--- src/rtl/maf_pkg.sv ---
package maf_pkg;
  localparam int ADDR_BYTES = 6;
  localparam int WORD_W     = 16;
  localparam int HASH_WORDS = 4;
  localparam int STA_WORDS  = (ADDR_BYTES * 8) / WORD_W;
  localparam int WSEL_W     = $clog2(HASH_WORDS);
  localparam int BSEL_W     = $clog2(WORD_W);
  localparam int IDX_W      = WSEL_W + BSEL_W;
  localparam int SEL_W      = 3;
  localparam int CNT_W      = $clog2(ADDR_BYTES + 1);
  localparam int CRC_W      = 32;

  localparam logic [SEL_W-1:0] SEL_STA0 = 3'd4;
  localparam logic [SEL_W-1:0] SEL_MODE = 3'd7;
  localparam logic [CRC_W-1:0] CRC_POLY_REFL = 32'hEDB88320;

  typedef logic [WORD_W-1:0] word_t;
  typedef logic [HASH_WORDS-1:0][WORD_W-1:0] hash_tbl_t;
  typedef logic [STA_WORDS-1:0][WORD_W-1:0]  sta_tbl_t;
endpackage

--- src/rtl/maf_cfg_regs.sv ---
module maf_cfg_regs
  import maf_pkg::*;
(
  input  logic                 clk,
  input  logic                 rst,
  input  logic                 we,
  input  logic [SEL_W-1:0]     sel,
  input  logic [WORD_W-1:0]    wdata,
  output hash_tbl_t            hash_tbl,
  output sta_tbl_t             sta_tbl,
  output logic                 promisc,
  output logic                 hash_en
);
  for (genvar gi = 0; gi < HASH_WORDS; gi++) begin : g_hash
    always_ff @(posedge clk) begin
      if (rst) hash_tbl[gi] <= '0;
      else if (we && sel == SEL_W'(gi)) hash_tbl[gi] <= wdata;
    end
  end

  for (genvar gj = 0; gj < STA_WORDS; gj++) begin : g_sta
    always_ff @(posedge clk) begin
      if (rst) sta_tbl[gj] <= '0;
      else if (we && sel == SEL_STA0 + SEL_W'(gj)) sta_tbl[gj] <= wdata;
    end
  end

  always_ff @(posedge clk) begin
    if (rst) begin
      promisc <= 1'b0;
      hash_en <= 1'b0;
    end else if (we && sel == SEL_MODE) begin
      promisc <= wdata[0];
      hash_en <= wdata[1];
    end
  end

  // a mode write shows up on the next cycle
  assert_mode_write_R10: assert property (@(posedge clk) disable iff (rst)
    (we && sel == SEL_MODE) |=> (promisc == $past(wdata[0]) && hash_en == $past(wdata[1])));
endmodule

--- src/rtl/maf_crc_step.sv ---
module maf_crc_step
  import maf_pkg::*;
#(
  parameter logic [CRC_W-1:0] POLY = CRC_POLY_REFL
) (
  input  logic [CRC_W-1:0] crc_in,
  input  logic [7:0]       data,
  output logic [CRC_W-1:0] crc_out
);
  always_comb begin
    logic [CRC_W-1:0] c;
    c = crc_in;
    for (int k = 0; k < 8; k++) begin
      if (c[0] ^ data[k]) c = (c >> 1) ^ POLY;
      else                c = c >> 1;
    end
    crc_out = c;
  end
endmodule

--- src/rtl/maf_decide.sv ---
module maf_decide
  import maf_pkg::*;
(
  input  logic [CRC_W-1:0] crc,
  input  hash_tbl_t        hash_tbl,
  input  logic             is_mcast,
  input  logic             is_bcast,
  input  logic             sta_match,
  input  logic             promisc,
  input  logic             hash_en,
  output logic             accept
);
  logic [IDX_W-1:0]  idx;
  logic [WSEL_W-1:0] wsel;
  logic [BSEL_W-1:0] bsel;
  logic              tbl_hit;

  always_comb begin
    idx     = crc[CRC_W-1 -: IDX_W];
    wsel    = idx[IDX_W-1 -: WSEL_W];
    bsel    = idx[BSEL_W-1:0];
    tbl_hit = hash_tbl[wsel][bsel];
    if (promisc || is_bcast) accept = 1'b1;
    else if (is_mcast)       accept = hash_en && tbl_hit;
    else                     accept = sta_match;
  end
endmodule

--- src/rtl/mcast_addr_filter.sv ---
module mcast_addr_filter
  import maf_pkg::*;
(
  input  logic              clk,
  input  logic              rst,
  input  logic              cfg_we,
  input  logic [SEL_W-1:0]  cfg_sel,
  input  logic [WORD_W-1:0] cfg_wdata,
  input  logic              addr_start,
  input  logic              addr_valid,
  input  logic [7:0]        addr_byte,
  output logic              dec_valid,
  output logic              dec_accept
);
  localparam logic [CNT_W-1:0] LAST_IDX = CNT_W'(ADDR_BYTES - 1);
  localparam logic [CNT_W-1:0] DONE_CNT = CNT_W'(ADDR_BYTES);

  hash_tbl_t hash_tbl;
  sta_tbl_t  sta_tbl;
  logic      promisc, hash_en;

  maf_cfg_regs u_cfg (
    .clk(clk), .rst(rst), .we(cfg_we), .sel(cfg_sel), .wdata(cfg_wdata),
    .hash_tbl(hash_tbl), .sta_tbl(sta_tbl), .promisc(promisc), .hash_en(hash_en)
  );

  logic [CNT_W-1:0] cnt_q, cur_idx;
  logic [CRC_W-1:0] crc_q, crc_in, crc_nx;
  logic             match_q, ones_q, mcast_q;
  logic             match_nx, ones_nx, mcast_nx;
  logic             first, take, last, accept_nx;
  logic [ADDR_BYTES*8-1:0] sta_flat;
  logic [7:0]       sta_byte;

  always_comb begin
    first   = addr_valid && addr_start;
    cur_idx = first ? '0 : cnt_q;
    take    = first || (addr_valid && cnt_q != '0 && cnt_q < DONE_CNT);
    last    = take && cur_idx == LAST_IDX;
    sta_flat = '0;
    for (int w = 0; w < STA_WORDS; w++)
      sta_flat[(STA_WORDS-1-w)*WORD_W +: WORD_W] = sta_tbl[w];
    sta_byte = sta_flat[(ADDR_BYTES-1-int'(cur_idx))*8 +: 8];
    crc_in   = first ? '1 : crc_q;
    match_nx = (first ? 1'b1 : match_q) && (addr_byte == sta_byte);
    ones_nx  = (first ? 1'b1 : ones_q) && (addr_byte == 8'hFF);
    mcast_nx = first ? addr_byte[0] : mcast_q;
  end

  maf_crc_step u_crc (.crc_in(crc_in), .data(addr_byte), .crc_out(crc_nx));

  maf_decide u_dec (
    .crc(crc_nx), .hash_tbl(hash_tbl), .is_mcast(mcast_nx), .is_bcast(ones_nx),
    .sta_match(match_nx), .promisc(promisc), .hash_en(hash_en), .accept(accept_nx)
  );

  always_ff @(posedge clk) begin
    if (rst) begin
      cnt_q      <= '0;
      crc_q      <= '1;
      match_q    <= 1'b0;
      ones_q     <= 1'b0;
      mcast_q    <= 1'b0;
      dec_valid  <= 1'b0;
      dec_accept <= 1'b0;
    end else begin
      dec_valid <= last;
      if (take) begin
        cnt_q   <= cur_idx + 1'b1;
        crc_q   <= crc_nx;
        match_q <= match_nx;
        ones_q  <= ones_nx;
        mcast_q <= mcast_nx;
      end
      if (last) dec_accept <= accept_nx;
    end
  end

  // a verdict only follows a taken byte and never lasts two cycles
  assert_valid_follows_byte_R2: assert property (@(posedge clk) disable iff (rst)
    dec_valid |-> $past(addr_valid));
  assert_single_pulse_R2: assert property (@(posedge clk) disable iff (rst)
    dec_valid |=> !dec_valid);
  // promiscuous mode forces acceptance
  assert_promisc_accept_R8: assert property (@(posedge clk) disable iff (rst)
    (dec_valid && $past(promisc)) |-> dec_accept);
  // byte position stays inside the address
  assert_cnt_range_R9: assert property (@(posedge clk) disable iff (rst)
    cnt_q <= DONE_CNT);
endmodule

--- config.mk ---
export PLATFORM = sky130hd
export DESIGN_NAME = mcast_addr_filter
export DESIGN_NICKNAME = d
export VERILOG_FILES = /design/src/rtl/maf_pkg.sv /design/src/rtl/maf_cfg_regs.sv /design/src/rtl/maf_crc_step.sv /design/src/rtl/maf_decide.sv /design/src/rtl/mcast_addr_filter.sv
export SDC_FILE = /design/constraint.sdc
export NUM_CORES = 1
export LEC_CHECK = 0
export ABC_CLOCK_PERIOD_IN_PS = 8900
export BUFFER_PORTS_ARGS = -buffer_cell sky130_fd_sc_hd__buf_2
export CORE_ASPECT_RATIO = 2
export CORE_MARGIN = 1.5
export CORE_UTILIZATION = 65
export CTS_CLUSTER_SIZE = 30
export DETAILED_ROUTE_END_ITERATION = 8
export PLACE_DENSITY = 0.83
export SLEW_MARGIN = 20
export SYNTH_ARGS = -nofsm -noshare
export SYNTH_HDL_FRONTEND = slang
export SYNTH_SLANG_ARGS = --single-unit
--- constraint.sdc ---
create_clock -name clk -period 8.9 [get_ports clk]
set_input_delay 2.225 -clock clk [delete_from_list [all_inputs] [get_ports clk]]
set_output_delay 2.225 -clock clk [all_outputs]
set_load 0.05 [all_outputs]
# Word level (Yosys, flattened, before mapping)
# Cells that the tools add are included.
[word_totals] output_inout_bits=2 regBits=154
[classes] addsub=2 n_shift=1 mux=19 bitwise=16 n_lt_le_gt_ge=3 reduce_logical=19 eq_ne=10
[op_table] cell="$mux W32" n=9
[op_table] cell="$not A13 Y14" n=8
[op_table] cell="$shiftx A48 B7 Y8" n=1
[op_table] cell="$bmux W16 S2" n=1
[op_table] cell="$mux W16" n=1
[op_table] cell="$eq A3 B3 Y1 const B" n=5
[op_table] cell="$logic_and A1 B1 Y1" n=15
[op_table] cell="$eq A8 B8 Y1" n=1
[op_table] cell="$eq A8 B8 Y1 const B" n=1
[op_table] cell="$xor A1 B1 Y1" n=8
[op_table] cell="$eq A3 B2 Y1 const B" n=2
[op_table] cell="$mux W1" n=6
[op_table] cell="$lt A4 B5 Y1 const B" n=1
[op_table] cell="$bmux W1 S4" n=1
[op_table] cell="$sub A3 B3 Y4 const A" n=1
[op_table] cell="$add A3 B1 Y3 const B" n=1
[op_table] cell="$eq A3 B1 Y1 const B" n=1
[op_table] cell="$logic_not A3 Y1" n=1
[op_table] cell="$lt A2 B3 Y1 const B" n=1
[op_table] cell="$lt A3 B3 Y1 const B" n=1
[op_table] cell="$mux W3" n=1
[op_table] cell="$reduce_bool A3 Y1" n=1
[op_table] cell="$logic_or A1 B1 Y1" n=2

# Logic depth before layout (Yosys ltp)
# Gate-level depths: netlist of run 1.
[depth] word_depth=25 ltp_mapped=12

# Modules after synthesis
# Synthesis of run 1 repeated with hierarchy kept, for this count alone.
[hier_totals] hier_cells=821 hier_area_um2=8242.9
[by_module_without_submodules] mod="maf_cfg_regs" seq_area_each_um2=2282.2 instances=1 cells_per_inst=397 area_per_inst_um2=4478.0
[by_module_without_submodules] mod="mcast_addr_filter" seq_area_each_um2=800.8 instances=1 cells_per_inst=311 area_per_inst_um2=2406.1
[by_module_without_submodules] mod="maf_crc_step" seq_area_each_um2=0.0 instances=1 cells_per_inst=70 area_per_inst_um2=769.5
[by_module_without_submodules] mod="maf_decide" seq_area_each_um2=0.0 instances=1 cells_per_inst=43 area_per_inst_um2=589.3

# Worst setup path before layout of run 1
# OpenSTA, ideal clock, no wires.
[synth_timing] kind="input to register" startpoint="input addr_start" endpoint="register match_q" setup_time_ns=0.070 cell_stages=12 t_required_ns=8.830 arrival_time_ns=4.655 path_slack_ns=4.174 cell_sequence="buf_2 -> nand2_2 -> and2_1 -> ha_1 -> clkinv_1 -> mux4_2 -> a22oi_1 -> o22a_1 -> nor2_1 -> nor4_1 -> nand3_1 -> a21oi_1"
[synth_between] elab_chain_cells=6 word_cells_on_any_way=8 cone_classes="add/sub: 1; eq/ne: 1; shift: 1; mux: 2; reduce/logical: 3"
[synth_rtl] item="from (decl)" line_no="mcast_addr_filter.sv:9" rtl="input logic addr_start,"
[synth_rtl] item="$logic_and A1 B1 Y1 *" line_no="mcast_addr_filter.sv:36" rtl="first = addr_valid && addr_start;"
[synth_rtl] item="$mux W3" line_no="mcast_addr_filter.sv:37" rtl="cur_idx = first ? '0 : cnt_q;"
[synth_rtl] item="$sub A3 B3 Y4" line_no="mcast_addr_filter.sv:43" rtl="sta_byte = sta_flat[(ADDR_BYTES-1-int'(cur_idx))*8 +: 8];"
[synth_rtl] item="$shiftx A48 B7 Y8" line_no="mcast_addr_filter.sv:43"
[synth_rtl] item="$eq A8 B8 Y1" line_no="mcast_addr_filter.sv:45" rtl="match_nx = (first ? 1'b1 : match_q) && (addr_byte == sta_byte);"
[synth_rtl] item="$logic_and A1 B1 Y1" line_no="mcast_addr_filter.sv:45"
[synth_rtl] item="to (signal assigned)" line_no="mcast_addr_filter.sv:71" rtl="match_q <= match_nx;"
[synth_rtl] item="to (decl)" line_no="mcast_addr_filter.sv:29" rtl="logic match_q, ones_q, mcast_q;"
# Every way passes the cells marked *; elsewhere a longest branch is shown, timed or not.
# A chain may end at the register's enable or synchronous reset.

# Final worst setup path of run 1
# Ends and elaborated chain as after synthesis.

==> results.cfg, run 1 <==
[detailed_routing]
num_vias = 7058
antenna_left = 0
routed_wl_um = 21700
drc = 0
drt_first_pass_iters = 8
vias_per_cell = 6.19
wl_per_cell_um = 19.1
first_iter_violations = 497

[synth]
netlist-cell-type-count = 65
synth_seq_cells = 154
synth_flop_cell = dfxtp_1
yosysWarningCount = 0
synth-edff-count = 0
syn-num-nets = 1025
synthCells = 990
postSynth.asyncResetShare_pct = 0
synth_seq_area_share_pct = 38.7
syn_area_per_cell_um2 = 8.06
netlist_area_um2 = 7980

[setup_path]
r2r_end = match_q
reg2reg_depth = 10
r2r_start = cnt_q[1]
critPathCaptureType = register
cp_max_fo = 19
start_kind = input pin
worst-endpoint-required_ns = 9.24
arrival_ns = 5.31
r2r_slack_ns = 5.40
worst-setup-path-type = in2reg

[cells_and_area]
drive_above_1_share_pct = 11.4
final_util_pct = 72.4
fillers = 931
stdcell_area_um2 = 8730
diodes = 0
syn_to_final_growth_pct = 9.48
seq_area_um2 = 3080
stdcell_count = 1140
fin_nets = 1016
multi_input_area_um2 = 4590
final_cell_mix = 260 x nand2_1, 154 x dfxtp_1, 140 x a21oi_1, 75 x nor2_1, 57 x xnor2_1
final_common_cell = nand2_1

[placed_design]
hpwl_um = 14200
dp_cells = 1109
post_dp_cell_area_um2 = 8130
io_buffers = 33
place.gp.congestion = 0.923

[floorplan]
core_um2 = 12100
die_w_um = 81.3
io_pins = 34
placementRows = 57
initial_core_util_pct = 66.2
die-area_um2 = 13000
die_y_um = 160

[worst_hold_path]
hold-path-endpoint = u_cfg.hash_tbl[50]
hp-start = u_cfg.hash_tbl[50]
hold_class = reg2reg
hold_path_depth = 2

[grt]
antenna_found_initial = 0
grt_first_pass_wirelength_um = 34100
grt_pass1_vias = 6763
overflow = 0
grt_max_degree = 95
grt_use_total_pct = 34.9

[power]
power.density_nw_per_um2 = 232
clockPowerShare_pct = 36.3
p_leak_uw = 0.00323
p_switching_uw = 646
p_comb_share_pct = 25.9
p_int_uw = 1380
peakVddDrop_uv = 157
p_sw_share_pct = 31.9
p_seq_share_pct = 37.7

[timing]
fin_crit_ns = 4.97
fin_skew_ns = 0.00957
rsz0062_at_grt = false
finalSetupTns_ns = 0
setup_viol = 0
worst_pin_slew_ns = 0.962
slew_headroom_pct = 35.9
timing.fmax_mhz = 201
whs_ns = 0.452
post-route-period-util_pct = 55.8
drv_slew = 0
final_hold_viol_count = 0

[run]
maxCapViolCount = 0

[clocking]
cts_tree = done
cts_buffer_depth = 2
clock-root-buffer = clkbuf_16
post_cts_buffers = 0
htreeDepth = 4
hold_buffers = 0
clk_pin_slew_ns = 0.06
clk_latency_ns = 0.43
cts_buffers = 17
post_cts_resized = 0
clkSinkCount = 154

[run_status]
run_status = completed
sequential cells by signal, summed over array words and instances (netlist names), 3 cells and up:
register / cells
crc_q: 32
cnt_q: 3
u_cfg.sta_tbl: 48
u_cfg.hash_tbl: 64
critical path, cell delays in order:
cell and delay (ns):
buf_2 0.17, nand2_2 0.26, and2_1 0.31, ha_1 0.36
clkinv_1 0.29, mux4_2 0.54, a22oi_1 0.20, o22a_1 0.18
nor2_1 0.05, nor4_1 0.42, nand3_1 0.13, a21oi_1 0.17
worst max path at each step:
stage,startpoint,end,slack (ns)
floorplan,addr_start,match_q,4.17
global placement,addr_start,match_q,3.68
detailed placement,addr_start,match_q,3.63
CTS,addr_valid,match_q,4.02
global route,addr_valid,match_q,3.66
finish,addr_start,match_q,3.93
power groups by stage:
stage | Sequential [µW] | Clock (µW) | Combinational [µW]
after floorplan | 759 | 0 | 411
final | 764 | 735 | 525
after detailed placement | 777 | 0 | 508
after CTS | 762 | 739 | 514
after global placement | 776 | 0 | 499
after global routing | 767 | 767 | 565
Yosys cell counts (3+ instances only):
| cell | count | area share (%) |
|---|---|---|
| buf_2 | 11 | 0.69 |
| inv_1 | 9 | 0.42 |
| mux4_2 | 11 | 3.1 |
| o21bai_1 | 4 | 0.38 |
| a21o_1 | 4 | 0.38 |
| nand3_1 | 6 | 0.38 |
| xor2_1 | 22 | 2.4 |
| nor2_1 | 77 | 3.6 |
| mux2_2 | 6 | 0.85 |
| dfxtp_1 | 154 | 39 |
| xnor2_1 | 58 | 6.4 |
| a31oi_1 | 6 | 0.47 |
| o21ai_0 | 14 | 0.88 |
| or2_2 | 7 | 0.55 |
| mux2i_1 | 25 | 3.1 |
| clkbuf_1 | 54 | 2.5 |
| buf_1 | 3 | 0.14 |
| a21oi_1 | 140 | 8.8 |
| mux4_1 | 7 | 2.3 |
| nand2_1 | 260 | 12 |
| xnor3_1 | 3 | 0.85 |
| o22ai_1 | 14 | 1.1 |
| nor3_1 | 11 | 0.69 |
| o2111ai_1 | 3 | 0.33 |
| nor2b_1 | 4 | 0.31 |
| nand2b_1 | 14 | 1.1 |
| ha_1 | 3 | 0.47 |
| a211o_1 | 8 | 0.88 |
| o221ai_1 | 3 | 0.33 |
| nand4_1 | 5 | 0.39 |
cell families (layout without fill, tap and decap cells):
family	count (synthesis)	after routing	synth area share, %
buf+inv	81	84	4.17
xor+xnor	88	88	11.0
flops	154	154	38.7
mux	49	49	9.40
fa+ha+maj	3	3	0.471
compound gates	218	218	15.9
simple gates	397	397	20.4
per-layer routing:
layer | global-route usage [%] | wire length [µm] | part of all wire, % | up-vias
li1 | - | - | - | 3321
met3 | 7.20 | 1450 | 6.7 | 101
met5 | 0 | 0 | 0 | -
met1 | 38.3 | 7660 | 35 | 3305
met4 | 25.6 | 1610 | 7.4 | 0
met2 | 57.3 | 11000 | 51 | 331
stage by stage:
step / total power [µW] / setup slack, ns
2_1_floorplan: 1170 / 4.17
3_3_place_gp: 1270 / 3.68
3_5_place_dp: 1280 / 3.63
4_1_cts: 2020 / 4.02
5_1_grt: 2100 / 3.66
6_report: 2020 / 3.93
final cells by class:
| type | instances | share of cell area (%) |
|---|---|---|
| Clock buffer | 18 | 5.03 |
| Clock inverter | 13 | 1.78 |
| Inverter | 10 | 0.430 |
| Multi-Input combinational cell | 755 | 52.6 |
| Sequential cell | 154 | 35.3 |
| Tap cell | 147 | 2.11 |
| Timing Repair Buffer | 43 | 2.78 |
Power figures use the tool's default switching activity.
==> inputs of run 2 (changes only) <==
- ABC_CLOCK_PERIOD_IN_PS: 8900 -> 4300
- CORE_UTILIZATION: 65 -> 56
- PLACE_DENSITY: 0.83 -> 0.76
- clock period: 8.9 -> 4.3 ns (I/O delays scaled with it)
==> results.cfg, run 2 (synthesized netlist as in run 1, its figures left out) <==
[setup_path]
arrival_ns = 3.75
cp-startpoint = addr_valid
cp_slowest_cell = mux4_2
path_buf_inv = 2
r2r_end = dec_accept
cp_num_cells = 11
r2r_start = cnt_q[1]
path_delay_family = simple AND/OR/NAND/NOR gates
reg2reg_depth = 10
crit_end = dec_accept
worst-endpoint-required_ns = 4.68
critical_path.cell_chain = buf_2 -> a21boi_2 -> ha_1 -> clkinv_1 -> mux4_2 -> a22oi_1 -> o22a_1 -> nor2_1 -> nor4_1 -> nand4_1 -> nand4_1
crit_path_max_incr_delay_ns = 0.51
critPathCaptureType = register
worst_path_most_repeated_cell = nand4_1
r2r_slack_ns = 0.96
start_kind = input pin
worst-setup-path-type = in2reg
cp_max_fo = 10

[clocking]
clk_pin_slew_ns = 0.07
clock-root-buffer = clkbuf_16
cts_buffer_depth = 2
clkSinkCount = 154
hold_buffers = 0
cts_tree = done
clk_latency_ns = 0.44
htreeDepth = 4
post_cts_buffers = 0
post_cts_resized = 0
cts_buffers = 17

[timing]
finalSetupTns_ns = 0
post-route-period-util_pct = 78.3
setup_viol = 0
whs_ns = 0.454
worst_pin_slew_ns = 1.12
timing.fmax_mhz = 297
final_hold_viol_count = 0
fin_skew_ns = 0.00567
slew_headroom_pct = 25.2
drv_slew = 0
setup_ws_ns = 0.932
fin_crit_ns = 3.37
rsz0062_at_grt = false

[cells_and_area]
final_cell_mix = 260 x nand2_1, 154 x dfxtp_1, 140 x a21oi_1, 76 x nor2_1, 57 x xnor2_1
fin_nets = 1024
top_regs = u_cfg.hash_tbl: 64 flops, u_cfg.sta_tbl: 48 flops, crc_q: 32 flops
largest_register_ff_count = 64
drive_above_1_share_pct = 12.2
diodes = 0
syn_to_final_growth_pct = 10.5
top_register = u_cfg.hash_tbl
final_util_pct = 63.4
final_common_cell = nand2_1

[worst_hold_path]
hold_class = reg2reg

[grt]
grt_pass1_vias = 6827
grt_first_pass_wirelength_um = 35200
overflow = 0
antenna_found_initial = 0
grt_max_degree = 64
grt_use_total_pct = 31.1

[power]
peakVddDrop_uv = 321
p_leak_uw = 0.00324
p_comb_share_pct = 26.7
p_switching_uw = 1370
p_seq_share_pct = 38.4
p_int_uw = 2750
p_sw_share_pct = 33.3
clockPowerShare_pct = 34.9
power.density_nw_per_um2 = 467

[floorplan]
initial_core_util_pct = 57.4
die_y_um = 172
placementRows = 61
die_w_um = 87.4
io_pins = 34
core_um2 = 13900
die-area_um2 = 15000

[detailed_routing]
first_iter_violations = 446
num_vias = 6957
drc = 0
vias_per_cell = 5.84
drt_first_pass_iters = 6
wl_per_cell_um = 18.5
routed_wl_um = 22000
antenna_left = 0

[placed_design]
hpwl_um = 15200
place.gp.congestion = 0.880
io_buffers = 33
pre_cts_ws_ns = 0.498

[run_status]
run_status = completed

[run]
maxCapViolCount = 0
-- run 2: cell types whose count changed in the layout (fill, tap and decap cells not counted), moves of 2 or more --
cell	change
buf_4	+8
bufinv_16	-2
clkinv_4	-2
clkinvlp_4	+3
inv_8	+3
-- run 2: area by class of cell --
class / instances / area, µm²
Clock buffer: 17 / 425
Inverter: 10 / 37.5
Sequential cell: 154 / 3080
Multi-Input combinational cell: 755 / 4600
Timing Repair Buffer: 51 / 303
Fill cell: 1228 / 5080
Tap cell: 189 / 236
Clock inverter: 15 / 130
-- run 2: how the worst min path moves through the flow --
stage	start	endpoint	slack, ns	cells after the start
after global routing	u_cfg.hash_tbl[13]	u_cfg.hash_tbl[13]	0.47	2
final	u_cfg.hash_tbl[29]	u_cfg.hash_tbl[29]	0.45	2
after CTS	u_cfg.hash_tbl[29]	u_cfg.hash_tbl[29]	0.45	2
after detailed placement	u_cfg.hash_tbl[29]	u_cfg.hash_tbl[29]	0.44	2
after floorplan	match_q	match_q	0.43	2
after global placement	u_cfg.hash_tbl[16]	u_cfg.hash_tbl[16]	0.44	2
-- run 2: worst reg2reg max path, cell delays in order (launching register included) --
cell and delay [ns]:
dfxtp_1 0.67, a21boi_2 0.49, ha_1 0.35, clkinv_1 0.09, mux4_2 0.51, a22oi_1 0.21
o22a_1 0.15, nor2_1 0.04, nor4_1 0.48, nand4_1 0.18, nand4_1 0.12
-- run 2: metrics by stage --
| step | power [µW] | instance area [µm²] | std cells |
|---|---|---|---|
| 2_1_floorplan | 2420 | 7980 | 990 |
| 3_5_place_dp | 2700 | 8260 | 1159 |
| 4_1_cts | 4110 | 8810 | 1191 |
| 3_3_place_gp | 2690 | 8250 | 1159 |
| 5_1_grt | 4270 | 8810 | 1191 |
| 6_report | 4120 | 8810 | 1191 |
-- run 2: power by group through the flow --
| stage | combinational [µW] | clock (µW) | sequential (µW) |
|---|---|---|---|
| final | 1100 | 1440 | 1580 |
| after CTS | 1100 | 1440 | 1580 |
| after floorplan | 850 | 0 | 1570 |
| after global placement | 1080 | 0 | 1610 |
| after global routing | 1180 | 1500 | 1590 |
| after detailed placement | 1090 | 0 | 1610 |
-- run 2: routing by layer --
metal	track usage, %	wire length [µm]	vias up
met2	54.5	11400	207
met1	33.2	8290	3329
li1	-	-	3341
met4	20.7	1430	0
met5	0	0	-
met3	5.57	895	80
